===== src/rtl/pcm_framer_pkg.sv =====
package pcm_framer_pkg;

  // strobes handed from the timing control to the shifting datapath
  typedef struct packed {
    logic idle;       // bit clock stopped: clear datapath state
    logic active;     // at least one direction enabled
    logic shift;      // a new bit clock slot starts (falling edge or start)
    logic frameHead;  // the new slot is the first of a frame
    logic loadWord;   // the new slot carries a word MSB
    logic inWindow;   // the new slot lies in the data window
    logic sample;     // rising edge of the bit clock
    logic sampleWin;  // current slot lies in the data window
    logic lastBit;    // current slot carries a word LSB
  } ctlStrobe_t;

endpackage


===== src/rtl/pcm_framer_ctrl.sv =====
module pcm_framer_ctrl
  import pcm_framer_pkg::*;
#(
  parameter int DIV_W  = 9,
  parameter int WORD_W = 16,
  parameter int WORDS  = 2
) (
  input  logic             clk,
  input  logic             rstN,
  input  logic             srcTickA,
  input  logic             srcTickB,
  input  logic             srcSel,
  input  logic             sclkEn,
  input  logic             contClk,
  input  logic             txOn,
  input  logic             rxOn,
  input  logic             msbLate,
  input  logic [DIV_W-1:0] sclkDiv,
  input  logic [DIV_W-1:0] syncDiv,
  output logic             sclkOut,
  output ctlStrobe_t       ctl
);

  localparam int WIN   = WORD_W * WORDS;
  localparam int BIT_W = $clog2(WORD_W);
  localparam int REL_W = DIV_W + 1;

  logic             tick, active, run;
  logic             startStb, edgeHit, riseStb, fallStb;
  logic             running, sclkQ;
  logic [DIV_W-1:0] divCnt, slot, nextSlot;
  logic [REL_W-1:0] relNext, relCur;
  logic             winNext, winCur;

  always_comb begin
    tick     = srcSel ? srcTickB : srcTickA;
    active   = txOn | rxOn;
    run      = sclkEn && (active || contClk);
    startStb = run && !running;
    edgeHit  = run && running && tick && (divCnt >= sclkDiv);
    riseStb  = edgeHit && !sclkQ;
    fallStb  = edgeHit && sclkQ;

    if (startStb || (slot >= syncDiv)) nextSlot = '0;
    else                               nextSlot = slot + 1'b1;

    relNext = {1'b0, nextSlot} - REL_W'(msbLate);
    relCur  = {1'b0, slot} - REL_W'(msbLate);
    winNext = (nextSlot >= DIV_W'(msbLate)) && (relNext < REL_W'(WIN));
    winCur  = (slot >= DIV_W'(msbLate)) && (relCur < REL_W'(WIN));
  end

  always_ff @(posedge clk) begin
    if (!rstN) begin
      running <= 1'b0;
      sclkQ   <= 1'b0;
      divCnt  <= '0;
      slot    <= '0;
    end else if (!run) begin
      running <= 1'b0;
      sclkQ   <= 1'b0;
      divCnt  <= '0;
      slot    <= '0;
    end else begin
      running <= 1'b1;
      if (startStb) begin
        divCnt <= '0;
        sclkQ  <= 1'b0;
        slot   <= '0;
      end else if (tick) begin
        if (divCnt >= sclkDiv) begin
          divCnt <= '0;
          sclkQ  <= ~sclkQ;
          if (sclkQ) slot <= nextSlot;
        end else begin
          divCnt <= divCnt + 1'b1;
        end
      end
    end
  end

  assign sclkOut = sclkQ;

  always_comb begin
    ctl.idle      = !run;
    ctl.active    = active;
    ctl.shift     = startStb || fallStb;
    ctl.frameHead = (nextSlot == '0);
    ctl.inWindow  = winNext;
    ctl.loadWord  = winNext && (relNext[BIT_W-1:0] == '0);
    ctl.sample    = riseStb;
    ctl.sampleWin = winCur;
    ctl.lastBit   = (relCur[BIT_W-1:0] == '1);
  end

endmodule


===== src/rtl/pcm_framer_dp.sv =====
module pcm_framer_dp
  import pcm_framer_pkg::*;
#(
  parameter int WORD_W = 16
) (
  input  logic              clk,
  input  logic              rstN,
  input  ctlStrobe_t        ctl,
  input  logic              txOn,
  input  logic              rxOn,
  input  logic [WORD_W-1:0] txData,
  input  logic              txValid,
  input  logic              sdIn,
  output logic              fsyncOut,
  output logic              sdOut,
  output logic              txReady,
  output logic              txStarve,
  output logic [WORD_W-1:0] rxData,
  output logic              wordStb
);

  logic [WORD_W-1:0] txSh, rxSh, rxNext;

  assign rxNext = {rxSh[WORD_W-2:0], sdIn};
  assign sdOut  = txSh[WORD_W-1];

  always_ff @(posedge clk) begin
    if (!rstN) begin
      fsyncOut <= 1'b0;
      txSh     <= '0;
      rxSh     <= '0;
      rxData   <= '0;
      txReady  <= 1'b0;
      txStarve <= 1'b0;
      wordStb  <= 1'b0;
    end else begin
      txReady  <= 1'b0;
      txStarve <= 1'b0;
      wordStb  <= 1'b0;
      if (ctl.idle) begin
        fsyncOut <= 1'b0;
        txSh     <= '0;
        rxSh     <= '0;
      end else begin
        if (ctl.shift) begin
          fsyncOut <= ctl.active && ctl.frameHead;
          if (ctl.loadWord) begin
            if (txOn && txValid) begin
              txSh    <= txData;
              txReady <= 1'b1;
            end else begin
              txSh     <= '0;
              txStarve <= txOn;
            end
          end else if (ctl.inWindow) begin
            txSh <= {txSh[WORD_W-2:0], 1'b0};
          end else begin
            txSh <= '0;
          end
        end else if (!ctl.active) begin
          fsyncOut <= 1'b0;
        end
        if (ctl.sample && ctl.sampleWin) begin
          rxSh <= rxNext;
          if (ctl.lastBit) begin
            wordStb <= ctl.active;
            if (rxOn) rxData <= rxNext;
          end
        end
      end
    end
  end

endmodule


===== src/rtl/pcm_framer.sv =====
module pcm_framer
  import pcm_framer_pkg::*;
#(
  parameter int DIV_W  = 9,
  parameter int WORD_W = 16,
  parameter int WORDS  = 2
) (
  input  logic              clk,
  input  logic              rstN,
  input  logic              srcTickA,
  input  logic              srcTickB,
  input  logic              srcSel,
  input  logic              sclkEn,
  input  logic              contClk,
  input  logic              txOn,
  input  logic              rxOn,
  input  logic              msbLate,
  input  logic [DIV_W-1:0]  sclkDiv,
  input  logic [DIV_W-1:0]  syncDiv,
  input  logic [WORD_W-1:0] txData,
  input  logic              txValid,
  output logic              txReady,
  output logic              txStarve,
  input  logic              sdIn,
  output logic [WORD_W-1:0] rxData,
  output logic              wordStb,
  output logic              sclkOut,
  output logic              fsyncOut,
  output logic              sdOut
);

  ctlStrobe_t ctl;

  pcm_framer_ctrl #(.DIV_W(DIV_W), .WORD_W(WORD_W), .WORDS(WORDS)) u_ctrl (
    .clk(clk), .rstN(rstN), .srcTickA(srcTickA), .srcTickB(srcTickB),
    .srcSel(srcSel), .sclkEn(sclkEn), .contClk(contClk), .txOn(txOn),
    .rxOn(rxOn), .msbLate(msbLate), .sclkDiv(sclkDiv), .syncDiv(syncDiv),
    .sclkOut(sclkOut), .ctl(ctl)
  );

  pcm_framer_dp #(.WORD_W(WORD_W)) u_dp (
    .clk(clk), .rstN(rstN), .ctl(ctl), .txOn(txOn), .rxOn(rxOn),
    .txData(txData), .txValid(txValid), .sdIn(sdIn), .fsyncOut(fsyncOut),
    .sdOut(sdOut), .txReady(txReady), .txStarve(txStarve), .rxData(rxData),
    .wordStb(wordStb)
  );

endmodule


===== config.mk =====
export PLATFORM = sky130hd
export DESIGN_NAME = pcm_framer
export DESIGN_NICKNAME = d
export VERILOG_FILES = /design/src/rtl/pcm_framer_pkg.sv /design/src/rtl/pcm_framer_ctrl.sv /design/src/rtl/pcm_framer_dp.sv /design/src/rtl/pcm_framer.sv
export SDC_FILE = /design/constraint.sdc
export NUM_CORES = 1
export LEC_CHECK = 0
export BUFFER_PORTS_ARGS = -buffer_cell sky130_fd_sc_hd__buf_2
export CORE_ASPECT_RATIO = 1.1
export CORE_MARGIN = 5
export CORE_UTILIZATION = 57
export CTS_CLUSTER_SIZE = 28
export DETAILED_ROUTE_END_ITERATION = 10
export PLACE_DENSITY = 0.81
export SYNTH_ARGS = -nofsm -noshare
export SYNTH_HDL_FRONTEND = slang
export SYNTH_SLANG_ARGS = --single-unit
export TNS_END_PERCENT = 1

===== constraint.sdc =====
create_clock -name clk -period 3.3 [get_ports clk]
set_input_delay 0.33 -clock clk [delete_from_list [all_inputs] [get_ports clk]]
set_output_delay 0.33 -clock clk [all_outputs]
set_load 0.03 [all_outputs]

* After elaboration in Yosys (flattened, before gate mapping)
Cells that the tools add are included.
** Word-level totals
- Flip-flop bits (word level) :: 71
- Input bits :: 46
** Cells by class
- Add/subtract/negate cells :: 4
- Magnitude comparators :: 6
- Eq/ne operators :: 2
- Multiplexer cells :: 10
- Bitwise gates (word level) :: 6
- Reductions and logical operators :: 28
** Operators by type and width (number)
- two-way mux 16 bit :: 3
- less-than comparator 10 x 6 -> 1 bit, second input constant :: 2
- subtractor 9 x 1 -> 10 bit :: 2
- adder 9 x 1 -> 9 bit, second input constant :: 2
- >= comparator 9 x 1 -> 1 bit :: 2
- >= comparator 9 bit :: 2
- two-way mux 9 bit :: 2
- logical AND 1 bit :: 13
- AND reduction 4 bit :: 3
- zero test 9 bit :: 1
- two-way mux 1 bit :: 5
- inverter 1 bit :: 5
- OR reduction 5 bit :: 1
- == test 4 bit, second input constant :: 1
- zero test 4 bit :: 1
- AND reduction 2 bit :: 2
- logical OR 1 bit :: 3
- AND reduction 3 bit :: 1
- OR reduction 3 bit :: 1
- zero test 1 bit :: 2
- inequality test 2 bit, second input constant :: 1
- OR 1 bit :: 1

* Logic depth before layout (Yosys ltp)
Gate-level depths: netlist of the first run.
- Depth in word-level cells :: 12
- Mapped depth :: 14

* By module
Synthesis of the first run repeated with hierarchy kept, for this count alone.
** Unflattened totals
- Cell total of the unflattened synthesis :: 464
- Area total of the unflattened synthesis :: 3868.7 um2
** Modules (own cells, without submodules)
- pcm_framer_dp :: instances 1, cells each 227, area each 1958.1 um2
- pcm_framer_ctrl :: instances 1, cells each 237, area each 1910.6 um2

* Worst setup path after synthesis of the first run
No wires, ideal clock.
- Path type :: register to register
- Start point :: register u_ctrl.slot[0]
- End point :: register u_dp.txSh[15]
- Library setup time :: 87 ps
- Data arrival time :: 2860 ps
- Required time :: 3213 ps
- Setup slack :: 353 ps
- Stages on the path, launching flop included :: 14
- Buffers on the path :: 2
- Cell sequence :: dfxtp_1 > inv_1 > ha_1 > nor2_1 > a21oi_1 > o31ai_1 > nand3_1 > ha_1 > a31oi_1 > o21a_1 > buf_2 > buf_2 > nand4_1 > a221oi_2
** Between the ends
- Longest elaborated chain between the ends :: 8
- Elaborated cells on any way between the ends :: 12
- Those cells by class :: 2 x add/sub; 3 x order compare; 3 x mux; 4 x reduce/logical
** RTL lines
- start, declared :: line pcm_framer_ctrl.sv:31 : logic [DIV_W-1:0] divCnt, slot, nextSlot;
- start signal, assigned :: line pcm_framer_ctrl.sv:74 : if (sclkQ) slot <= nextSlot;
- >= comparator 9 bit :: line pcm_framer_ctrl.sv:44 : if (startStb || (slot >= syncDiv)) nextSlot = '0;
- logical OR 1 bit :: line pcm_framer_ctrl.sv:44
- two-way mux 9 bit * :: line pcm_framer_ctrl.sv:44
- subtractor 9 x 1 -> 10 bit :: line pcm_framer_ctrl.sv:47 : relNext = {1'b0, nextSlot} - REL_W'(msbLate);
- less-than comparator 10 x 6 -> 1 bit :: line pcm_framer_ctrl.sv:49 : winNext = (nextSlot >= DIV_W'(msbLate)) && (relNext < REL_W'(WIN));
- logical AND 1 bit :: line pcm_framer_ctrl.sv:49
- two-way mux 16 bit or logical AND 1 bit (tied branches) :: line pcm_framer_dp.sv:55, pcm_framer_ctrl.sv:90
- two-way mux 16 bit * :: line pcm_framer_dp.sv:47 : if (ctl.loadWord) begin
- end signal, assigned :: line pcm_framer_dp.sv:49 : txSh <= txData;
- end signal, assigned :: line pcm_framer_dp.sv:56 : txSh <= {txSh[WORD_W-2:0], 1'b0};
- end, declared :: line pcm_framer_dp.sv:22 : logic [WORD_W-1:0] txSh, rxSh, rxNext;
Every way passes the cells marked *; elsewhere a longest branch is shown, timed or not.
A chain may end at the register's enable or synchronous reset.

* Final worst setup path of the first run
- Start point :: register u_ctrl.slot[8]
- End point :: register u_dp.txSh[5]
The elaborated chain is that of the path after synthesis.

==> impl_metrics.tcl, run 1 <==
set metrics [dict create \
    post_cts_resize_count 0 \
    slew_violations 0 \
    arrival_ps 3310 \
    synth.net_count 532 \
    synth.avg_cell_area_um2 8.72 \
    route.detailed.wl_per_inst_um 15.4 \
    cts_hold_buffers 0 \
    outcome "finished, final reports clean" \
    cts_max_level 3 \
    die_w_um 90.2 \
    clock_latency_on_the_worst_skew_pair_ps 350 \
    groute.usage.overall_pct 21.6 \
    endpoint_kind_of_the_worst_setup_timing_path "register" \
    postCtsSetupRepairBufs 0 \
    remaining_drc_errors 0 \
    io_pins 68 \
    clock_skews_ps 7.55 \
    finish.net_count 601 \
    vias_in_the_first_global_route 3538 \
    numPortBuffers 67 \
    whs_path_depth 2 \
    crit_buf_inv 1 \
    grt-ovfl-total 0 \
    final-instance-count-excl-fill 622 \
    area_delta_synth_final_pct 18.0 \
    netlist.area_leader.share_pct 35.2 \
    syn_inst 463 \
    tritoncts "done" \
    die_height_um 98.2 \
    antenna_found_initial 0 \
    critPathRequiredTime_ps 3560 \
    final_cell_area_um2 4760 \
    gp_congestion 0.923 \
    rr_worst_depth 12 \
    reg2reg_to "u_dp.txSh[5]" \
    grt_max_degree 34 \
    rsz_0062_raised_after_global_routing "false" \
    clkTransAtPathRegs_ps 80 \
    rr_startpoint "u_ctrl.slot[8]" \
    max_stage_delay_ps 380 \
    cell_at_the_slowest_stage_of_the_critical_path "sky130_fd_sc_hd__dfxtp_1" \
    core_region_area_um2 6970 \
    ys_ff_latch 71 \
    total_wire_length_um 9560 \
    first_pass_grt_wire_length_um 16000 \
    yosys_most_used_dff "sky130_fd_sc_hd__dfxtp_1" \
    synth_enable_flop_cells 0 \
    p_per_cell_area_nw_per_um2 410 \
    cts_sinks 71 \
    netlist-cell-type-count 61 \
    synthesis.area_um2 4040 \
    crit_chain "ha_1 > and4_1 > o211a_1 > o31ai_1 > nand3_1 > ha_1 > o21ai_0 > mux2_2 > o32ai_4 > buf_12 > nand4_1 > a221oi_2" \
    synth-seq-area-share_pct 35.2 \
    yosysTopAreaCell "sky130_fd_sc_hd__dfxtp_1" \
    post_drt_via_cell_ratio 5.89 \
    postSynth.asyncResetShare_pct 0 \
    finalSetupTns_ps 0 \
    critical_path_peak_fanout 32 \
    timing.reg2reg.setup_slack_ps 240 \
    vdd_drop_max_uv 282 \
    cts-buffers-inserted 9 \
    synthTopCellsByArea "sky130_fd_sc_hd__dfxtp_1 35%, sky130_fd_sc_hd__mux2i_1 7.9%, sky130_fd_sc_hd__ha_1 7.1%" \
    cts-root-buf "sky130_fd_sc_hd__clkbuf_8" \
    min_cycle_time_layout_ps 3060 \
    hold_violations 0 \
    num_rows 32 \
    cap_viol_max_count 0 \
    worst-setup-path-type "reg -> reg" \
    slew_headroom_pct 58.6 \
    postPlaceCellArea_um2 4510 \
    antenna-diode-count 0 \
    min_from "txValid" \
    part_of_the_cycle_the_worst_path_needs_pct 92.6 \
    drive_above_1_share_pct 23.8 \
    drt-initial-drc-count 229 \
    detail-route-antenna-nets 0 \
    ctsLongestPathBuffers 2 \
    hold_path_class "in -> reg" \
    worstSetupStartpointType "register" \
    initial_core_utilization_pct 57.9 \
    max_freq_mhz 327 \
    yosysWarnings 0 \
    p_leak_nw 2.03 \
    detailroute.via_count 3664 \
    first_pass_iters 4 \
    hpwlAfterDp_um 6920 \
    yosys-top-cells-count "71 x sky130_fd_sc_hd__dfxtp_1, 49 x sky130_fd_sc_hd__nand2_1, 42 x sky130_fd_sc_hd__inv_1" \
    finalSetupViolations 0 \
    worst_max_slew_pin_slew_ps 621 \
    timing.critical_path.mode_cell "sky130_fd_sc_hd__ha_1" \
    dp.cells 606 \
    post-synth-top-count-cell "sky130_fd_sc_hd__dfxtp_1" \
    min_to "u_dp.txStarve" \
    cpLargestDelayFamily "compound AO/OA/AOI/OAI gates" \
    design.die.area_um2 8860 \
]
==> layout by cell type, fill, tap and decap left out, types with 5 or more instances in the layout <==
cell type	netlist	layout
sky130_fd_sc_hd__dfxtp_1	71	71
sky130_fd_sc_hd__buf_2	6	67
sky130_fd_sc_hd__nand2_1	49	49
sky130_fd_sc_hd__inv_1	42	42
sky130_fd_sc_hd__nor2_1	39	39
sky130_fd_sc_hd__mux2i_1	32	32
sky130_fd_sc_hd__ha_1	23	23
sky130_fd_sc_hd__nand4_1	19	19
sky130_fd_sc_hd__a31oi_1	18	18
sky130_fd_sc_hd__nand3_1	16	16
sky130_fd_sc_hd__a21oi_1	14	14
sky130_fd_sc_hd__buf_4	0	14
sky130_fd_sc_hd__o21ai_0	12	12
sky130_fd_sc_hd__a221oi_2	10	10
sky130_fd_sc_hd__clkbuf_8	0	10
sky130_fd_sc_hd__and3_1	6	6
sky130_fd_sc_hd__a221oi_1	6	6
sky130_fd_sc_hd__xnor2_1	6	6
sky130_fd_sc_hd__nor3_1	5	5
==> sequential cells by signal, summed over array words and instances (netlist names) <==
register,count
u_dp.rxData,16
u_dp.txReady,1
u_ctrl.sclkOut,1
u_dp.txSh,16
u_ctrl.slot,9
u_dp.wordStb,1
u_dp.txStarve,1
u_ctrl.running,1
u_dp.rxSh,15
u_dp.fsyncOut,1
u_ctrl.divCnt,9
==> metrics by stage <==
stage / setup WS (ps) / hold slack, ps / power, mW / util [%]
final: 243 / 165 / 1.95 / 68.3
after global routing: 33.3 / 164 / 2.03 / 68.3
after CTS: 267 / 144 / 1.97 / 68.3
after detailed placement: 225 / 450 / 1.10 / 64.7
after global placement: 349 / 438 / 1.09 / 64.7
after floorplan: 353 / 401 / 1.02 / -
==> cells by family after synthesis <==
logic type | synth area share, %
and+or+nand+nor | 21.6
AOI/OAI and AO/OA | 17.9
DFF | 35.2
buffers and inverters | 7.44
muxes | 8.50
adders and majority gates | 7.13
xor gates and xnor gates | 2.17
==> power by group <==
group / switching [mW] / internal (mW) / leakage, nW / total, mW
registers: 0.00750 / 0.868 / 0.574 / 0.875
logic: 0.122 / 0.0849 / 1.33 / 0.207
clock network: 0.343 / 0.528 / 0.127 / 0.871
==> layer usage <==
layer	global-route usage, %	vias up	wire length [um]	part of all wire, %
met5	0	-	0	0
met3	4.16	23	488	5.1
li1	-	1805	-	-
met4	9.39	0	239	2.5
met2	35.7	107	4550	48
met1	27.5	1729	4280	45
==> worst register-to-register path: stages, from the launching register on <==
cell and delay (ps):
sky130_fd_sc_hd__dfxtp_1 380, sky130_fd_sc_hd__ha_1 320, sky130_fd_sc_hd__and4_1 260, sky130_fd_sc_hd__o211a_1 210, sky130_fd_sc_hd__o31ai_1 100, sky130_fd_sc_hd__nand3_1 90
sky130_fd_sc_hd__ha_1 260, sky130_fd_sc_hd__o21ai_0 110, sky130_fd_sc_hd__mux2_2 300, sky130_fd_sc_hd__o32ai_4 310, sky130_fd_sc_hd__buf_12 220, sky130_fd_sc_hd__nand4_1 140
sky130_fd_sc_hd__a221oi_2 260
==> how the worst max path moves through the flow <==
stage,startpoint,to,slack (ps),depth (start not counted)
6_report,u_ctrl.slot[8],u_dp.txSh[5],240,12
5_1_grt,u_ctrl.slot[7],u_dp.txSh[14],30,12
4_1_cts,u_ctrl.slot[6],u_dp.txSh[5],270,12
3_5_place_dp,syncDiv[8],u_dp.txSh[5],220,14
3_3_place_gp,syncDiv[8],u_dp.txSh[9],350,14
2_1_floorplan,u_ctrl.slot[0],u_dp.txSh[15],350,13
==> final cells by class <==
cell class / instances / area [um2]
multi-input combinational: 324 / 2320
fill: 596 / 2210
sequential: 71 / 1420
timing repair buffer: 84 / 500
inverter: 42 / 158
clock buffer: 10 / 138
clock inverter: 6 / 116
tap: 85 / 106
No activity file was read; power rests on OpenSTA's default activity.
==> run 2: changes to the inputs <==
PLACE_DENSITY = 0.9   (was 0.81)
SLEW_MARGIN = 20   (was default)
==> impl_metrics.tcl, run 2 (synthesized netlist as in run 1, its figures left out) <==
set metrics [dict create \
    outcome "finished, final reports clean" \
    critPathRequiredTime_ps 3550 \
    antenna_found_initial 0 \
    max_freq_mhz 316 \
    area_delta_synth_final_pct 18.9 \
    slew_headroom_pct 58.5 \
    postPlaceCellArea_um2 4520 \
    clkTransAtPathRegs_ps 80 \
    groute.layer.met3.usage_pct 5.62 \
    fillerInstances 545 \
    grt-busiest-layer "met2" \
    ctsLongestPathBuffers 2 \
    hpwlAfterDp_um 7050 \
    gp_congestion 0.995 \
    power.clock.fraction_pct 39.7 \
    clock_latency_on_the_worst_skew_pair_ps 350 \
    arrival_ps 3410 \
    multi_input_comb_area_um2 2320 \
    global_route.usage.met2_pct 38.9 \
    vdd_drop_max_uv 403 \
    whs_path_depth 2 \
    p_per_cell_area_nw_per_um2 378 \
    num_rows 32 \
    finalSetupTns_ps 0 \
    p_leak_nw 2.05 \
    hold_violations 0 \
    preCtsSetupSlack_ps 162 \
    route.detailed.wl_per_inst_um 16.0 \
    timing.reg2reg.setup_slack_ps 140 \
    cap_viol_max_count 0 \
    drt-initial-drc-count 278 \
    finish.net_count 607 \
    sequential_cell_area_um2 1420 \
    total_wire_length_um 10100 \
    worst_max_slew_pin_slew_ps 622 \
    part_of_the_cycle_the_worst_path_needs_pct 95.9 \
    grt-ovfl-total 0 \
    min_cycle_time_layout_ps 3160 \
    reg2reg_to "u_dp.txSh[2]" \
    numPortBuffers 67 \
    globalRouteMet1Util_pct 26.9 \
    design.die.area_um2 8860 \
    min_from "txValid" \
    hold_path_class "in -> reg" \
    slew_violations 0 \
    critical_path_peak_fanout 8 \
    antenna-diode-count 0 \
    cts_hold_buffers 0 \
    worst-setup-path-type "reg -> reg" \
    cts-buffers-inserted 9 \
    layout_commonest_cell "sky130_fd_sc_hd__dfxtp_1" \
    final_cell_area_um2 4800 \
    cts_sinks 71 \
    initial_core_utilization_pct 57.9 \
    min_to "u_dp.txStarve" \
    layout_setup_ws_ps 135 \
    worstSetupStartpointType "register" \
    clock_skews_ps 6.79 \
    post_drt_via_cell_ratio 5.92 \
    die_height_um 98.2 \
    vias_in_the_first_global_route 3616 \
    detail-route-antenna-nets 0 \
    cts-root-buf "sky130_fd_sc_hd__clkbuf_8" \
    cts_max_level 3 \
    rr_worst_depth 14 \
    highest_count_cells_in_the_layout_ignoring_fill_and_taps "70 x sky130_fd_sc_hd__dfxtp_1, 67 x sky130_fd_sc_hd__buf_2, 49 x sky130_fd_sc_hd__nand2_1, 42 x sky130_fd_sc_hd__inv_1, 39 x sky130_fd_sc_hd__nor2_1" \
    core_region_area_um2 6970 \
    tritoncts "done" \
    swShare_pct 27.3 \
    finalSetupViolations 0 \
    drive_above_1_share_pct 25.2 \
    power_frac_comb_pct 12.0 \
    groute.usage.overall_pct 22.2 \
    rr_startpoint "u_ctrl.slot[6]" \
    remaining_drc_errors 0 \
    first_pass_iters 5 \
    io_pins 68 \
    grt_max_degree 34 \
    detailroute.via_count 3718 \
    die_w_um 90.2 \
    cell_internal_pwr_mw 1.32 \
    power.switching_mw 0.496 \
    reg_top3 "u_dp.rxData: 16 flops, u_dp.txSh: 16 flops, u_dp.rxSh: 15 flops" \
    first_pass_grt_wire_length_um 16700 \
    p_seq_share_pct 48.3 \
    endpoint_kind_of_the_worst_setup_timing_path "register" \
]
## run 2: cell types whose count changed in the layout (fill, tap and decap cells not counted), moves of 2 or more
cell | previous run | this run
sky130_fd_sc_hd__clkbuf_16 | 0 | 2
sky130_fd_sc_hd__bufinv_16 | 3 | 1
sky130_fd_sc_hd__buf_4 | 14 | 18
sky130_fd_sc_hd__clkinvlp_4 | 0 | 2
## run 2: critical path, stage by stage, from the launching register on
cell and delay, ps:
sky130_fd_sc_hd__dfxtp_1 380, sky130_fd_sc_hd__ha_1 320, sky130_fd_sc_hd__and4_2 260, sky130_fd_sc_hd__o211a_1 170, sky130_fd_sc_hd__o31ai_1 80, sky130_fd_sc_hd__buf_4 160
sky130_fd_sc_hd__nand3_1 80, sky130_fd_sc_hd__ha_2 230, sky130_fd_sc_hd__o21ai_0 90, sky130_fd_sc_hd__mux2_2 290, sky130_fd_sc_hd__o32ai_4 240, sky130_fd_sc_hd__buf_4 170
sky130_fd_sc_hd__buf_12 110, sky130_fd_sc_hd__nand4_1 150, sky130_fd_sc_hd__a221oi_2 320
## run 2: final cells by class
cell class | count | area share, %
clock buffers | 9 | 2.58
clock inverters | 7 | 1.67
inverters | 42 | 3.29
multi-input cells | 324 | 48.5
flip-flops and latches | 71 | 29.7
well taps | 85 | 2.22
repair buffers | 90 | 12.1
## run 2: power by group through the flow
stage / Clock [mW] / Combinational, mW / Sequential [mW]
finish: 0.720 / 0.218 / 0.876
global route: 0.788 / 0.238 / 0.877
CTS: 0.730 / 0.205 / 0.875
detailed placement: 0 / 0.203 / 0.895
global placement: 0 / 0.195 / 0.894
floorplan: 0 / 0.128 / 0.895
## run 2: worst max-delay path by stage
stage	startpoint	to	slack, ps	depth (start not counted)
detailed placement	syncDiv[8]	u_dp.txSh[11]	160	15
finish	u_ctrl.slot[6]	u_dp.txSh[2]	140	14
global placement	syncDiv[8]	u_dp.txSh[1]	310	15
floorplan	u_ctrl.slot[0]	u_dp.txSh[15]	350	13
global route	u_ctrl.slot[6]	u_dp.txSh[9]	-50	14
CTS	u_ctrl.slot[7]	u_dp.txSh[2]	100	13
## run 2: per-stage QoR
| step | hold slack (ps) | util, % | power, mW | instances |
|---|---|---|---|---|
| after CTS | 154 | 67.8 | 1.81 | 624 |
| final | 170 | 68.8 | 1.81 | 628 |
| after floorplan | 401 | - | 1.02 | 463 |
| after detailed placement | 448 | 64.9 | 1.10 | 608 |
| after global placement | 442 | 64.9 | 1.09 | 608 |
| after global routing | 149 | 68.8 | 1.90 | 628 |
## run 2: timing repair
| item | 4_1_cts | 5_1_grt |
|---|---|---|
| gates resized for setup | 0 | 3 |
| setup buffers | 0 | 2 |
| endpoints found under the setup margin | 0 | 15 |
## run 2: routing by layer
layer	wire length, um	share of wire, %
met5	0	0
met2	5020	50
met4	179	1.8
met1	4180	42
met3	687	6.8
==> run 3: changes to the inputs <==
CORE_MARGIN = default   (was 5)
==> impl_metrics.tcl, run 3 (synthesized netlist as in run 1, its figures left out) <==
set metrics [dict create \
    cap_viol_max_count 0 \
    remaining_drc_errors 0 \
    antenna_found_initial 0 \
    cts-root-buf "sky130_fd_sc_hd__clkbuf_8" \
    cts_max_level 3 \
    finalSetupTns_ps 0 \
    critPathRequiredTime_ps 3550 \
    groute.usage.overall_pct 26.8 \
    post_cts_resize_count 0 \
    sequential_cell_area_um2 1420 \
    highest_count_cells_in_the_layout_ignoring_fill_and_taps "71 x sky130_fd_sc_hd__dfxtp_1, 67 x sky130_fd_sc_hd__buf_2, 49 x sky130_fd_sc_hd__nand2_1, 42 x sky130_fd_sc_hd__inv_1, 39 x sky130_fd_sc_hd__nor2_1" \
    layout_commonest_cell "sky130_fd_sc_hd__dfxtp_1" \
    design_power_total_mw 1.87 \
    p_leak_nw 2.02 \
    min_cycle_time_layout_ps 3150 \
    outcome "finished, final reports clean" \
    detailroute.via_count 3687 \
    cell_at_the_slowest_stage_of_the_critical_path "sky130_fd_sc_hd__dfxtp_1" \
    hpwlAfterDp_um 6760 \
    core_region_area_um2 6710 \
    endpoint_kind_of_the_worst_setup_timing_path "register" \
    hold_path_class "in -> reg" \
    io_pins 68 \
    initial_core_utilization_pct 60.1 \
    part_of_the_cycle_the_worst_path_needs_pct 95.3 \
    die_height_um 90.2 \
    crit_chain "ha_1 > and4_1 > o211a_1 > o31ai_1 > buf_4 > nand3_1 > ha_2 > o21ai_0 > mux2_2 > o32ai_4 > buf_12 > a31oi_1 > a221oi_1" \
    vias_in_the_first_global_route 3443 \
    finish.net_count 603 \
    worstSetupStartpointType "register" \
    max_freq_mhz 318 \
    area_delta_synth_final_pct 17.3 \
    antenna-diode-count 0 \
    slew_violations 0 \
    postCtsSetupRepairBufs 0 \
    post_drt_via_cell_ratio 5.94 \
    finalSetupViolations 0 \
    clock_skews_ps 8.14 \
    final.hold.worst_slack_ps 177 \
    worst-setup-path-type "reg -> reg" \
    cts_hold_buffers 0 \
    cts-buffers-inserted 9 \
    hold_violations 0 \
    fillerInstances 520 \
    slew_headroom_pct 59.5 \
    numPortBuffers 67 \
    design.die.area_um2 7420 \
    die_w_um 82.2 \
    clock_latency_on_the_worst_skew_pair_ps 350 \
    critical_path_peak_fanout 32 \
    total_wire_length_um 9350 \
    worst_max_slew_pin_slew_ps 606 \
    num_rows 31 \
    cts_sinks 71 \
    max_stage_delay_ps 390 \
    first_pass_grt_wire_length_um 15600 \
    multi_input_comb_area_um2 2320 \
    grt_max_degree 34 \
    detail-route-antenna-nets 0 \
    arrival_ps 3390 \
    ctsLongestPathBuffers 2 \
    rsz_0062_raised_after_global_routing "false" \
    p_per_cell_area_nw_per_um2 395 \
    first_pass_iters 5 \
    grt-ovfl-total 0 \
    tritoncts "done" \
    gp_congestion 0.999 \
    route.detailed.wl_per_inst_um 15.1 \
    vdd_drop_max_uv 310 \
    drive_above_1_share_pct 24.3 \
    clkTransAtPathRegs_ps 80 \
    reg_top3 "u_dp.rxData: 16 flops, u_dp.txSh: 16 flops, u_dp.rxSh: 15 flops" \
    drt-initial-drc-count 272 \
]
==> run 3: cell type report <==
class	instances	area share (%)
Clock inverter	7	2.17
Timing Repair Buffer	86	10.6
Tap cell	82	2.17
Clock buffer	9	2.62
Multi-Input combinational cell	324	49.1
Sequential cell	71	30.0
Inverter	42	3.33
==> run 3: path summary, 6_finish.rpt <==
| path | from | endpoint | slack, ps | cells after the start |
|---|---|---|---|---|
| min reg2reg | u_dp.rxData[7] | u_dp.rxData[7] | 460 | 2 |
| max | u_ctrl.slot[6] | u_dp.txSh[12] | 150 | 13 |
| min | txValid | u_dp.txStarve | 180 | 2 |
| max reg2reg | u_ctrl.slot[6] | u_dp.txSh[12] | 150 | 13 |
==> run 3: stage by stage <==
step / worst slack (ps) / cells / cell area, um2 / util [%]
3_3_place_gp: 311 / 605 / 4510 / 67.1
3_5_place_dp: 108 / 605 / 4510 / 67.1
5_1_grt: 13.1 / 621 / 4730 / 70.6
4_1_cts: 125 / 621 / 4730 / 70.5
2_1_floorplan: 353 / 463 / 4040 / -
6_report: 154 / 621 / 4730 / 70.6
==> run 3: worst max-delay path: cells and delay by family (launching register included) <==
kind	cells	cell delay (ps)
adder cells (fa/ha/maj)	2	570
AND/OR/NAND/NOR	2	350
buffers and inverters	2	380
AO/OA/AOI/OAI	6	1080
multiplexers	1	290
flip-flops	1	390
==> run 3: per-layer routing <==
layer | vias up | share of wire [%] | GRT usage [%]
met5 | - | 0 | 0
met4 | 0 | 2.0 | 12.3
met3 | 16 | 5.2 | 4.06
met2 | 135 | 50 | 43.5
met1 | 1721 | 43 | 34.0
li1 | 1815 | - | -
==> run 3: power by group <==
group | leakage [nW] | internal (mW) | total, mW | switching [mW]
Sequential | 0.574 | 0.868 | 0.875 | 0.00722
Combinational | 1.34 | 0.0793 | 0.199 | 0.119
Clock | 0.111 | 0.436 | 0.797 | 0.360
Total | 2.02 | 1.38 | 1.87 | 0.487
